<file path="src/rtl/lru_pkg.sv">
package lru_pkg;

  typedef enum logic [1:0] {
    ACC_IDLE = 2'd0,
    ACC_HIT  = 2'd1,
    ACC_MISS = 2'd2
  } acc_kind_e;

endpackage

</file>
<file path="src/rtl/lru_way_locate.sv">
module lru_way_locate #(
  parameter int N_WAYS = 4,
  localparam int WAY_W = $clog2(N_WAYS)
) (
  input  logic [N_WAYS*WAY_W-1:0] order_flat,
  input  logic [WAY_W-1:0]        way,
  output logic [N_WAYS-1:0]       match,
  output logic [WAY_W-1:0]        pos
);

  genvar p;
  generate
    for (p = 0; p < N_WAYS; p++) begin : g_cmp
      assign match[p] = (order_flat[p*WAY_W +: WAY_W] == way);
    end
  endgenerate

  always_comb begin
    pos = '0;
    for (int i = 0; i < N_WAYS; i++) begin
      if (match[i]) pos = WAY_W'(i);
    end
  end

endmodule

</file>
<file path="src/rtl/lru_order_next.sv">
module lru_order_next #(
  parameter int N_WAYS = 4,
  localparam int WAY_W = $clog2(N_WAYS)
) (
  input  logic [N_WAYS*WAY_W-1:0] cur_flat,
  input  logic                    upd,
  input  logic [WAY_W-1:0]        tgt_pos,
  output logic [N_WAYS*WAY_W-1:0] nxt_flat
);

  logic [WAY_W-1:0] cur [N_WAYS];
  logic [WAY_W-1:0] promoted;

  genvar p;
  generate
    for (p = 0; p < N_WAYS; p++) begin : g_unpack
      assign cur[p] = cur_flat[p*WAY_W +: WAY_W];
    end
  endgenerate

  assign promoted = cur[tgt_pos];

  generate
    for (p = 0; p < N_WAYS; p++) begin : g_slot
      if (p == 0) begin : g_top
        assign nxt_flat[0 +: WAY_W] = upd ? promoted : cur[0];
      end else begin : g_rest
        assign nxt_flat[p*WAY_W +: WAY_W] =
          (upd && (tgt_pos >= WAY_W'(p))) ? cur[p-1] : cur[p];
      end
    end
  endgenerate

endmodule

</file>
<file path="src/rtl/lru_order_tracker.sv">
module lru_order_tracker #(
  parameter int N_WAYS = 4,
  localparam int WAY_W = $clog2(N_WAYS),
  localparam int ORD_W = N_WAYS * WAY_W,
  localparam int LRU_POS = N_WAYS - 1
) (
  input  logic             clk,
  input  logic             rst,
  input  logic             acc_valid,
  input  logic             acc_hit,
  input  logic [WAY_W-1:0] acc_way,
  output logic [WAY_W-1:0] victim_way,
  output logic [ORD_W-1:0] order_flat
);
  import lru_pkg::*;

  logic [ORD_W-1:0]  order_q;
  logic [ORD_W-1:0]  order_d;
  logic [ORD_W-1:0]  order_init;
  logic [N_WAYS-1:0] hit_match;
  logic [WAY_W-1:0]  hit_pos;
  logic [WAY_W-1:0]  tgt_pos;
  logic              upd;
  acc_kind_e         kind;

  genvar p;
  generate
    for (p = 0; p < N_WAYS; p++) begin : g_init
      assign order_init[p*WAY_W +: WAY_W] = WAY_W'(p);
    end
  endgenerate

  always_comb begin
    if (!acc_valid)   kind = ACC_IDLE;
    else if (acc_hit) kind = ACC_HIT;
    else              kind = ACC_MISS;
  end

  lru_way_locate #(.N_WAYS(N_WAYS)) u_locate (
    .order_flat (order_q),
    .way        (acc_way),
    .match      (hit_match),
    .pos        (hit_pos)
  );

  assign upd     = (kind != ACC_IDLE);
  assign tgt_pos = (kind == ACC_MISS) ? WAY_W'(LRU_POS) : hit_pos;

  lru_order_next #(.N_WAYS(N_WAYS)) u_next (
    .cur_flat (order_q),
    .upd      (upd),
    .tgt_pos  (tgt_pos),
    .nxt_flat (order_d)
  );

  always_ff @(posedge clk) begin
    if (rst) order_q <= order_init;
    else     order_q <= order_d;
  end

  assign order_flat = order_q;
  assign victim_way = order_q[LRU_POS*WAY_W +: WAY_W];

  // Permutation check: every way number appears in exactly one stack position.
  logic [N_WAYS-1:0] way_seen;
  always_comb begin
    way_seen = '0;
    for (int i = 0; i < N_WAYS; i++) begin
      way_seen[order_q[i*WAY_W +: WAY_W]] = 1'b1;
    end
  end

  always_ff @(posedge clk) begin
    if (!rst) begin
      p_permutation_r6: assert (&way_seen)
        else $error("order is not a permutation");
    end
  end

  p_reset_order_r1: assert property (@(posedge clk)
    rst |=> (order_flat == order_init));

  p_hit_to_mru_r3: assert property (@(posedge clk) disable iff (rst)
    (acc_valid && acc_hit) |=> (order_flat[WAY_W-1:0] == $past(acc_way)));

  p_miss_victim_to_mru_r4: assert property (@(posedge clk) disable iff (rst)
    (acc_valid && !acc_hit) |=> (order_flat[WAY_W-1:0] == $past(victim_way)));

  p_idle_stable_r5: assert property (@(posedge clk) disable iff (rst)
    !acc_valid |=> $stable(order_flat));

  p_single_match_r6: assert property (@(posedge clk) disable iff (rst)
    $countones(hit_match) == 1);

endmodule

</file>
<file path="config.mk">
export PLATFORM = sky130hd
export DESIGN_NAME = lru_order_tracker
export DESIGN_NICKNAME = d
export VERILOG_FILES = /design/src/rtl/lru_pkg.sv /design/src/rtl/lru_way_locate.sv /design/src/rtl/lru_order_next.sv /design/src/rtl/lru_order_tracker.sv
export SDC_FILE = /design/constraint.sdc
export NUM_CORES = 1
export LEC_CHECK = 0
export ABC_AREA = 1
export CAP_MARGIN = 15
export CELL_PAD_IN_SITES_DETAIL_PLACEMENT = 0
export CELL_PAD_IN_SITES_GLOBAL_PLACEMENT = 1
export CORE_MARGIN = 2
export CORE_UTILIZATION = 38
export DETAILED_ROUTE_END_ITERATION = 8
export DONT_BUFFER_PORTS = 1
export PLACE_DENSITY = 0.8
export SYNTH_ARGS = -nofsm -noshare
export SYNTH_HDL_FRONTEND = slang
export SYNTH_SLANG_ARGS = --single-unit
</file>
<file path="constraint.sdc">
create_clock -name clk -period 1.55 [get_ports clk]
set_input_delay 0.31 -clock clk [delete_from_list [all_inputs] [get_ports clk]]
set_output_delay 0.31 -clock clk [all_outputs]
set_load 0.01 [all_outputs]
</file>
### Yosys cells after proc, flatten, opt, wreduce, memory -nomap -nowiden

Cells that the tools add are included.

* output and inout bits: 10
* input port bits: 6
* bits in registers: 8
* word-level logic and storage cells: 26

* bitwise gates (word level): 1
* muxes and demuxes: 9
* order comparisons: 4
* reductions and logical operators: 4
* equal/unequal tests: 4

Operators by type and width (number)
* $mux W2: 7
* $eq A2 B2 Y1: 3
* $bmux W2 S2: 1
* $ge A2 B2 Y1 const B: 2
* $ge A3 B3 Y1 const B: 1
* $logic_and A1 B1 Y1: 3
* $not A2 Y3: 1
* $eq A2 B2 Y1 const B: 1
* $ge A2 B1 Y1 const B: 1
* $reduce_bool A2 Y1: 1
* $mux W1: 1

### Logic depth before layout (Yosys ltp)

Gate-level depths: netlist of the first run.

* depth after elaboration: 9
* depth in mapped cells: 10
* gate-level depth less buffers: 10

### Hierarchy

From an unflattened synthesis of the first run, not the netlist that was laid out.

* cells, all modules: 101
* area, all modules: 590.6 um^2

Modules (own cells, without submodules)
* lru_order_tracker: instances 1, area an instance 256.5 um^2, cells each 29
* lru_order_next: instances 1, area an instance 171.4 um^2, cells each 37
* lru_way_locate: instances 1, area an instance 162.7 um^2, cells each 35

### Least setup slack after synthesis of the first run

OpenSTA, ideal clock, no wires.

* kind: flip-flop to flip-flop
* start: register order_q[6], in the netlist order_flat[6]
* end: register order_q[3], in the netlist order_flat[3]
* setup slack: 0.367 ns
* cell stages (with the launch flop): 10
* arrival: 1.069 ns
* buffers on the path: 0
* cell sequence: dfxtp_1 -> inv_1 -> nand2_1 -> nand2_1 -> nand2_2 -> nand3_2 -> nand2_4 -> nand2_4 -> o21ai_1 -> nor2_2

* cells in the longest elaborated chain, start to end: 5

RTL lines
* start: declaration: line lru_order_tracker.sv:17 `logic [ORD_W-1:0] order_q;`
* start signal: assignment: line lru_order_tracker.sv:57 `if (rst) order_q <= order_init;`
* start signal: assignment: line lru_order_tracker.sv:58 `else order_q <= order_d;`
* $eq A2 B2 Y1: line lru_way_locate.sv:14 `assign match[p] = (order_flat[p*WAY_W +: WAY_W] == way);`
* $mux W2: line lru_way_locate.sv:21 `if (match[i]) pos = WAY_W'(i);`
* $mux W2: line lru_order_tracker.sv:47 `assign tgt_pos = (kind == ACC_MISS) ? WAY_W'(LRU_POS) : hit_pos;`
* $ge A2 B1 Y1: line lru_order_next.sv:29 `(upd && (tgt_pos >= WAY_W'(p))) ? cur[p-1] : cur[p];`
* $logic_and A1 B1 Y1: line lru_order_next.sv:29

No other way between the ends.
A chain may end at the register's enable or synchronous reset.

### Worst setup path in the final report of the first run

* start: register order_q[5], in the netlist order_flat[5]
* end: register order_q[3], in the netlist order_flat[3]

* cells in the longest elaborated chain, start to end: 6

RTL lines (line)
* $eq A2 B2 Y1: lru_way_locate.sv:14
* $mux W2 (2 in series): lru_way_locate.sv:21
* $mux W2: lru_order_tracker.sv:47
* $ge A2 B1 Y1: lru_order_next.sv:29
* $logic_and A1 B1 Y1: lru_order_next.sv:29

No other way between the ends.

==> summary.txt, run 1 <==
Clk Latency, worst-skew pair -> 0.26 ns
Max-slew violation count -> 0
Max-cap viol count -> 0
CP arrival -> 1.45 ns
Reg2Reg Launch Point -> order_flat[5]
Congestion Overflow GR -> 0
Area grow syn2layout -> 7.89%
Remaining DRCs -> 0
Worst Max-Slew Pin Slew -> 0.251 ns
Post-route clock period utilization -> 84.0%
Post-Syn Area per Cell -> 6.23 sq um
Mux contribution to synthesized area -> 0%
Synth top area cells -> dfxtp_1, nand2_1, inv_1
Synth Register Bits -> 8
HPWL after detailed placement -> 849 um
Most common cell after layout, fill and taps aside -> nand2_1
Post-Route Utilization -> 43.4%
Yosys top cell by area -> dfxtp_1
# IOs -> 16
H-tree depth -> 1
Worst Setup End Kind -> flip-flop
Vias in the first global route -> 434
Initial drt markers -> 12
Hold buffers post-CTS -> 0
Row count -> 13
Cells after Synth -> 84
Fin nets -> 95
Setup TNS -> 0 ns
Via density -> 4.76
Worst Path Required -> 1.70 ns
RSZ-0062 raised after global routing -> false
Hold path startpoint -> rst
Multi-input gate area in the final layout -> 292 sq um
Pleak -> 0.329 nW
Clk_skew -> 0.00954 ns
I/O Buffers -> 0
Initial Utilization -> 40.2%
HP Class -> input port to flip-flop
Largest family of logic cells by synthesized area -> simple AND/OR/NAND/NOR gates
First-pass GRT wire length -> 1730 um
Via count -> 486
Core area -> 1300 sq um
Commonest non-fill, non-tap cells in the layout -> nand2_1, inv_1, dfxtp_1
Layout cell share with drive strength beyond 1 -> 21.8%
Pwr per Cell Area -> 1070 nW/um^2
Fmax -> 0.768 GHz
Register area -> 160 sq um
Total die area -> 1690 sq um
Post_cts resized -> 0
Post-synth top area share -> 30.6%
Sequential area share after synthesis -> 30.6%
Largest net degree at the start of global routing -> 8
ANT cells -> 0
CTS Root Cell -> clkbuf_4
Compound-Gate Fraction of Synth Area -> 13.9%
First drt pass iteration count -> 4
Detailed Route WL -> 1070 um
Final Hold Fails -> 0
GP Congestion -> 0.757
GRT Overall Usage -> 16.4%
Die width -> 41.1 um
Routed wire per std cell -> 10.5 um
Synthesized Nets -> 90
Clock Path Buffers -> 2
Relative slew margins -> 83.2%
Mapped Area -> 523 sq um
Fillers -> 155
Distinct cell type count after synthesis -> 15
Critical path peak fanout -> 7
Setup repair bufs after CTS -> 0
Endpoints failing setup -> 0
Worst Setup SP -> order_flat[5]
CTS clk-pin slew, worst paths -> 0.06 ns
Clock buffer count from CTS -> 3
WS Path Type -> flip-flop to flip-flop
Synth Area in Adders -> 0%
Fin crit period -> 1.30 ns
YS warnings -> 0
Remaining antenna violation count after routing -> 0
Post-synthesis simple-gate area fraction -> 41.9%
CTS tree -> built
XOR/XNOR Fraction of Synth Area -> 0%
Status -> completed
Startpoint Class -> flip-flop
Die H -> 41.1 um
Initial antenna violation count -> 0
Maximum vdd drop -> 0.000439 V
Pre-CTS setup slack -> 0.242 ns
Pwr Total -> 0.000605 W
CTS sink count -> 8
Setup WS post-layout -> 0.248 ns
-- through the flow --
| stage | area [sq um] | hold slack [ns] | instances |
|---|---|---|---|
| 2_1_floorplan | 523 | 0.474 | 84 |
| 3_3_place_gp | 542 | 0.484 | 99 |
| 3_5_place_dp | 542 | 0.485 | 99 |
| 4_1_cts | 564 | 0.216 | 102 |
| 5_1_grt | 564 | 0.230 | 102 |
| 6_report | 564 | 0.227 | 102 |
-- path summary, 6_finish.rpt --
check	endpoint	depth (start not counted)	slack (ns)
setup / recovery	order_flat[3]	9	0.25
hold / removal	flip-flop	2	0.23
setup reg to reg	order_flat[3]	9	0.25
hold reg to reg	order_flat[7]	2	0.52
-- cell families (layout without fill, tap and decap cells) --
family,Yosys count,count (layout)
compound gates,12,12
buf+inv,17,20
simple gates,47,47
flops,8,8
-- layer usage --
layer | vias up | part of all wire (%) | global-route usage, %
li1 | 262 | - | -
met1 | 206 | 42 | 17.6
met2 | 14 | 48 | 26.2
met3 | 4 | 7.9 | 10.9
met4 | 0 | 1.8 | 4.84
met5 | - | 0 | 0
-- worst max-delay path, stage by stage (launching register included) --
cell,delay (ns)
dfxtp_1,0.44
inv_1,0.09
nand2_1,0.06
nand2_1,0.06
nand2_2,0.09
nand3_2,0.08
nand2_4,0.10
nand2_4,0.08
o21ai_1,0.15
nor2_2,0.04
-- final cells by class --
| cell class | count | area share (%) |
|---|---|---|
| inverter | 15 | 9.98 |
| tap | 15 | 3.33 |
| sequential | 8 | 28.4 |
| multi-input combinational | 59 | 51.7 |
| clock buffer | 3 | 3.99 |
| timing repair buffer | 2 | 2.66 |
-- where the power goes --
group / internal [W] / switching [W] / leakage, nW
sequential: 0.000233 / 0.0000382 / 0.0664
combinational: 0.0000640 / 0.000108 / 0.249
clock: 0.0000888 / 0.0000734 / 0.0138
total: 0.000385 / 0.000220 / 0.329
-- synthesized netlist by cell type --
library cell	number
buf_4	2
o21ai_1	2
nand3_2	1
o21bai_1	2
a21oi_1	5
nor2_2	3
nand2_2	4
inv_2	4
nand3_1	3
nor2_1	6
dfxtp_1	8
o211ai_1	3
inv_1	11
nand2_4	2
nand2_1	28
No activity file was read; power rests on OpenSTA's default activity.
==> inputs of run 2 (changes only) <==
CORE_UTILIZATION = 34   (was 38)
PLACE_DENSITY = 0.76   (was 0.8)
clock period = 1.1 ns   (was 1.55 ns; I/O delays follow)
==> run 2 against run 1 <==
  * The flow now finishes with violations (negative setup slack)
  * Sequential power up 36%
  * Clock skew up 0.0043 ns
  * Cell count rose by 18%
  * Count of clock-buffer cells in the layout is 1 higher
  * Clock power up 56%
  * Combinational power increased by 140%
  * Sequential share of layout area down 5.5 points
  * Design area is 36% higher
  * Fmax up 9.9%
  * Power up 71%
  * Largest cell class unchanged
==> summary.txt, run 2 (synthesis results as in run 1) <==
Initial antenna violation count -> 0 (unchanged)
CTS Root Cell -> clkbuf_4 (unchanged)
GP Congestion -> 0.740 (was 0.757)
Fillers -> 165 (was 155)
Worst Path Required -> 1.30 ns (was 1.70 ns)
Fin crit period -> 1.19 ns (was 1.30 ns)
Remaining DRCs -> 0 (unchanged)
Pwr Total -> 0.00104 W (was 0.000605 W)
# IOs -> 16 (unchanged)
Endpoints failing setup -> 6 (was 0)
Most common cell after layout, fill and taps aside -> nand2_1 (unchanged)
Area after DPL -> 674 sq um (was 542 sq um)
Max-cap viol count -> 0 (unchanged)
Worst Setup End Kind -> flip-flop (unchanged)
Congestion Overflow GR -> 0 (unchanged)
Row count -> 14 (was 13)
Cell area after layout -> 767 sq um (was 564 sq um)
GRT Overall Usage -> 14.9% (was 16.4%)
CTS tree -> built (unchanged)
Clk_skew -> 0.0139 ns (was 0.00954 ns)
Crit-path max cell delay -> 0.36 ns (was 0.44 ns)
Initial drt markers -> 3 (was 12)
Pleak -> 0.417 nW (was 0.329 nW)
Clock Path Buffers -> 2 (unchanged)
Commonest non-fill, non-tap cells in the layout -> nand2_1, buf_4, nand2_2 (was nand2_1, inv_1, dfxtp_1)
Via density -> 4.62 (was 4.76)
Max-slew violation count -> 0 (unchanged)
Fmax -> 0.844 GHz (was 0.768 GHz)
CTS sink count -> 8 (unchanged)
RSZ-0062 raised after global routing -> true (was false)
Post-route clock period utilization -> 108% (was 84.0%)
HP Class -> input port to flip-flop (unchanged)
HPWL after detailed placement -> 888 um (was 849 um)
Startpoint Class -> flip-flop (unchanged)
Setup WS post-layout -> -0.0851 ns (was 0.248 ns)
Reg2Reg Depth -> 10 (was 9)
Fin nets -> 111 (was 95)
CTS clk-pin slew, worst paths -> 0.06 ns (about the same)
WS Path Type -> flip-flop to flip-flop (unchanged)
Worst Max-Slew Pin Slew -> 0.259 ns (was 0.251 ns)
Core area -> 1470 sq um (was 1300 sq um)
Worst-path cell with the longest stage delay -> dfxtp_4 (was dfxtp_1)
Pwr per Cell Area -> 1350 nW/um^2 (was 1070 nW/um^2)
Setup TNS -> -0.342 ns (was 0 ns)
Vias in the first global route -> 515 (was 434)
Layout cell share with drive strength beyond 1 -> 56.7% (was 21.8%)
Area grow syn2layout -> 46.7% (was 7.89%)
Critical path peak fanout -> 4 (was 7)
Clk Latency, worst-skew pair -> 0.27 ns (was 0.26 ns)
Die H -> 43.2 um (was 41.1 um)
Final Hold Fails -> 0 (unchanged)
Die width -> 43.2 um (was 41.1 um)
Largest net degree at the start of global routing -> 8 (unchanged)
Cells along the critical path -> inv_2 > nand2_1 > nand2_1 > nand2_2 > inv_1 > nor2_2 > nand3_1 > nand2_2 > nor2_2 > nor2_1 (was inv_1 > nand2_1 > nand2_1 > nand2_2 > nand3_2 > nand2_4 > nand2_4 > o21ai_1 > nor2_2)
First-pass GRT wire length -> 1970 um (was 1730 um)
Initial Utilization -> 35.5% (was 40.2%)
Clock buffer count from CTS -> 3 (unchanged)
Total die area -> 1870 sq um (was 1690 sq um)
Routed wire per std cell -> 10.1 um (was 10.5 um)
Detailed Route WL -> 1210 um (was 1070 um)
First drt pass iteration count -> 4 (unchanged)
Via count -> 554 (was 486)
H-tree depth -> 1 (unchanged)
ANT cells -> 0 (unchanged)
Hold depth -> 2 (unchanged)
Status -> complete, but fails checks (was completed)
Pre-CTS setup slack -> -0.0518 ns (was 0.242 ns)
Hold buffers post-CTS -> 0 (unchanged)
I/O Buffers -> 0 (unchanged)
Maximum vdd drop -> 0.000691 V (was 0.000439 V)
CP arrival -> 1.38 ns (was 1.45 ns)
Failing checks -> negative setup slack
Remaining antenna violation count after routing -> 0 (unchanged)
Relative slew margins -> 82.7% (was 83.2%)
run 2: metrics by stage:
step / hold WS [ns] / util (%) / instances
6_report: 0.121 / 52.1 / 120
5_1_grt: 0.118 / 52.1 / 120
4_1_cts: 0.123 / 48.0 / 119
3_5_place_dp: 0.401 / 45.8 / 115
3_3_place_gp: 0.393 / 45.8 / 115
2_1_floorplan: 0.389 / - / 84
run 2: per-layer routing:
layer | track usage, % | vias up | wire length, um
met5 | 0 | - | 0
met4 | 7.27 | 0 | 25
met3 | 8.51 | 5 | 93
met2 | 22.4 | 12 | 575
met1 | 16.8 | 237 | 518
li1 | - | 300 | -
run 2: timing repair:
item | 4_1_cts | 5_1_grt
pin swaps | 8 | 11
setup endpoints to repair | 8 | 11
resized for setup | 5 | 16
buffers inserted | 0 | 1
run 2: final timing paths:
| path | start | endpoint | slack, ns |
|---|---|---|---|
| hold reg to reg | flip-flop | order_flat[2] | 0.53 |
| setup / recovery | order_flat[5] | flip-flop | -0.09 |
| hold / removal | acc_valid | order_flat[7] | 0.12 |
| setup reg to reg | order_flat[5] | flip-flop | -0.09 |
run 2: area by class of cell:
class	instances	area, sq um	area share, %
multi-input cells	59	350	45.7
well taps	16	20.0	2.61
inverters	15	56.3	7.34
flip-flops and latches	8	175	22.8
clock buffers	4	26.3	3.43
repair buffers	18	139	18.1
run 2: worst max-delay path: cells and delay by family, from the launching register on:
family        cells  cell delay, ns
simple gates      8            0.63
flops             1            0.36
buf+inv           2            0.11
run 2: where the power goes:
part	internal, W	switching [W]	total, W
Sequential	0.000331	0.0000380	0.000369
Combinational	0.000191	0.000225	0.000416
Clock	0.000140	0.000113	0.000253
Total	0.000662	0.000376	0.00104
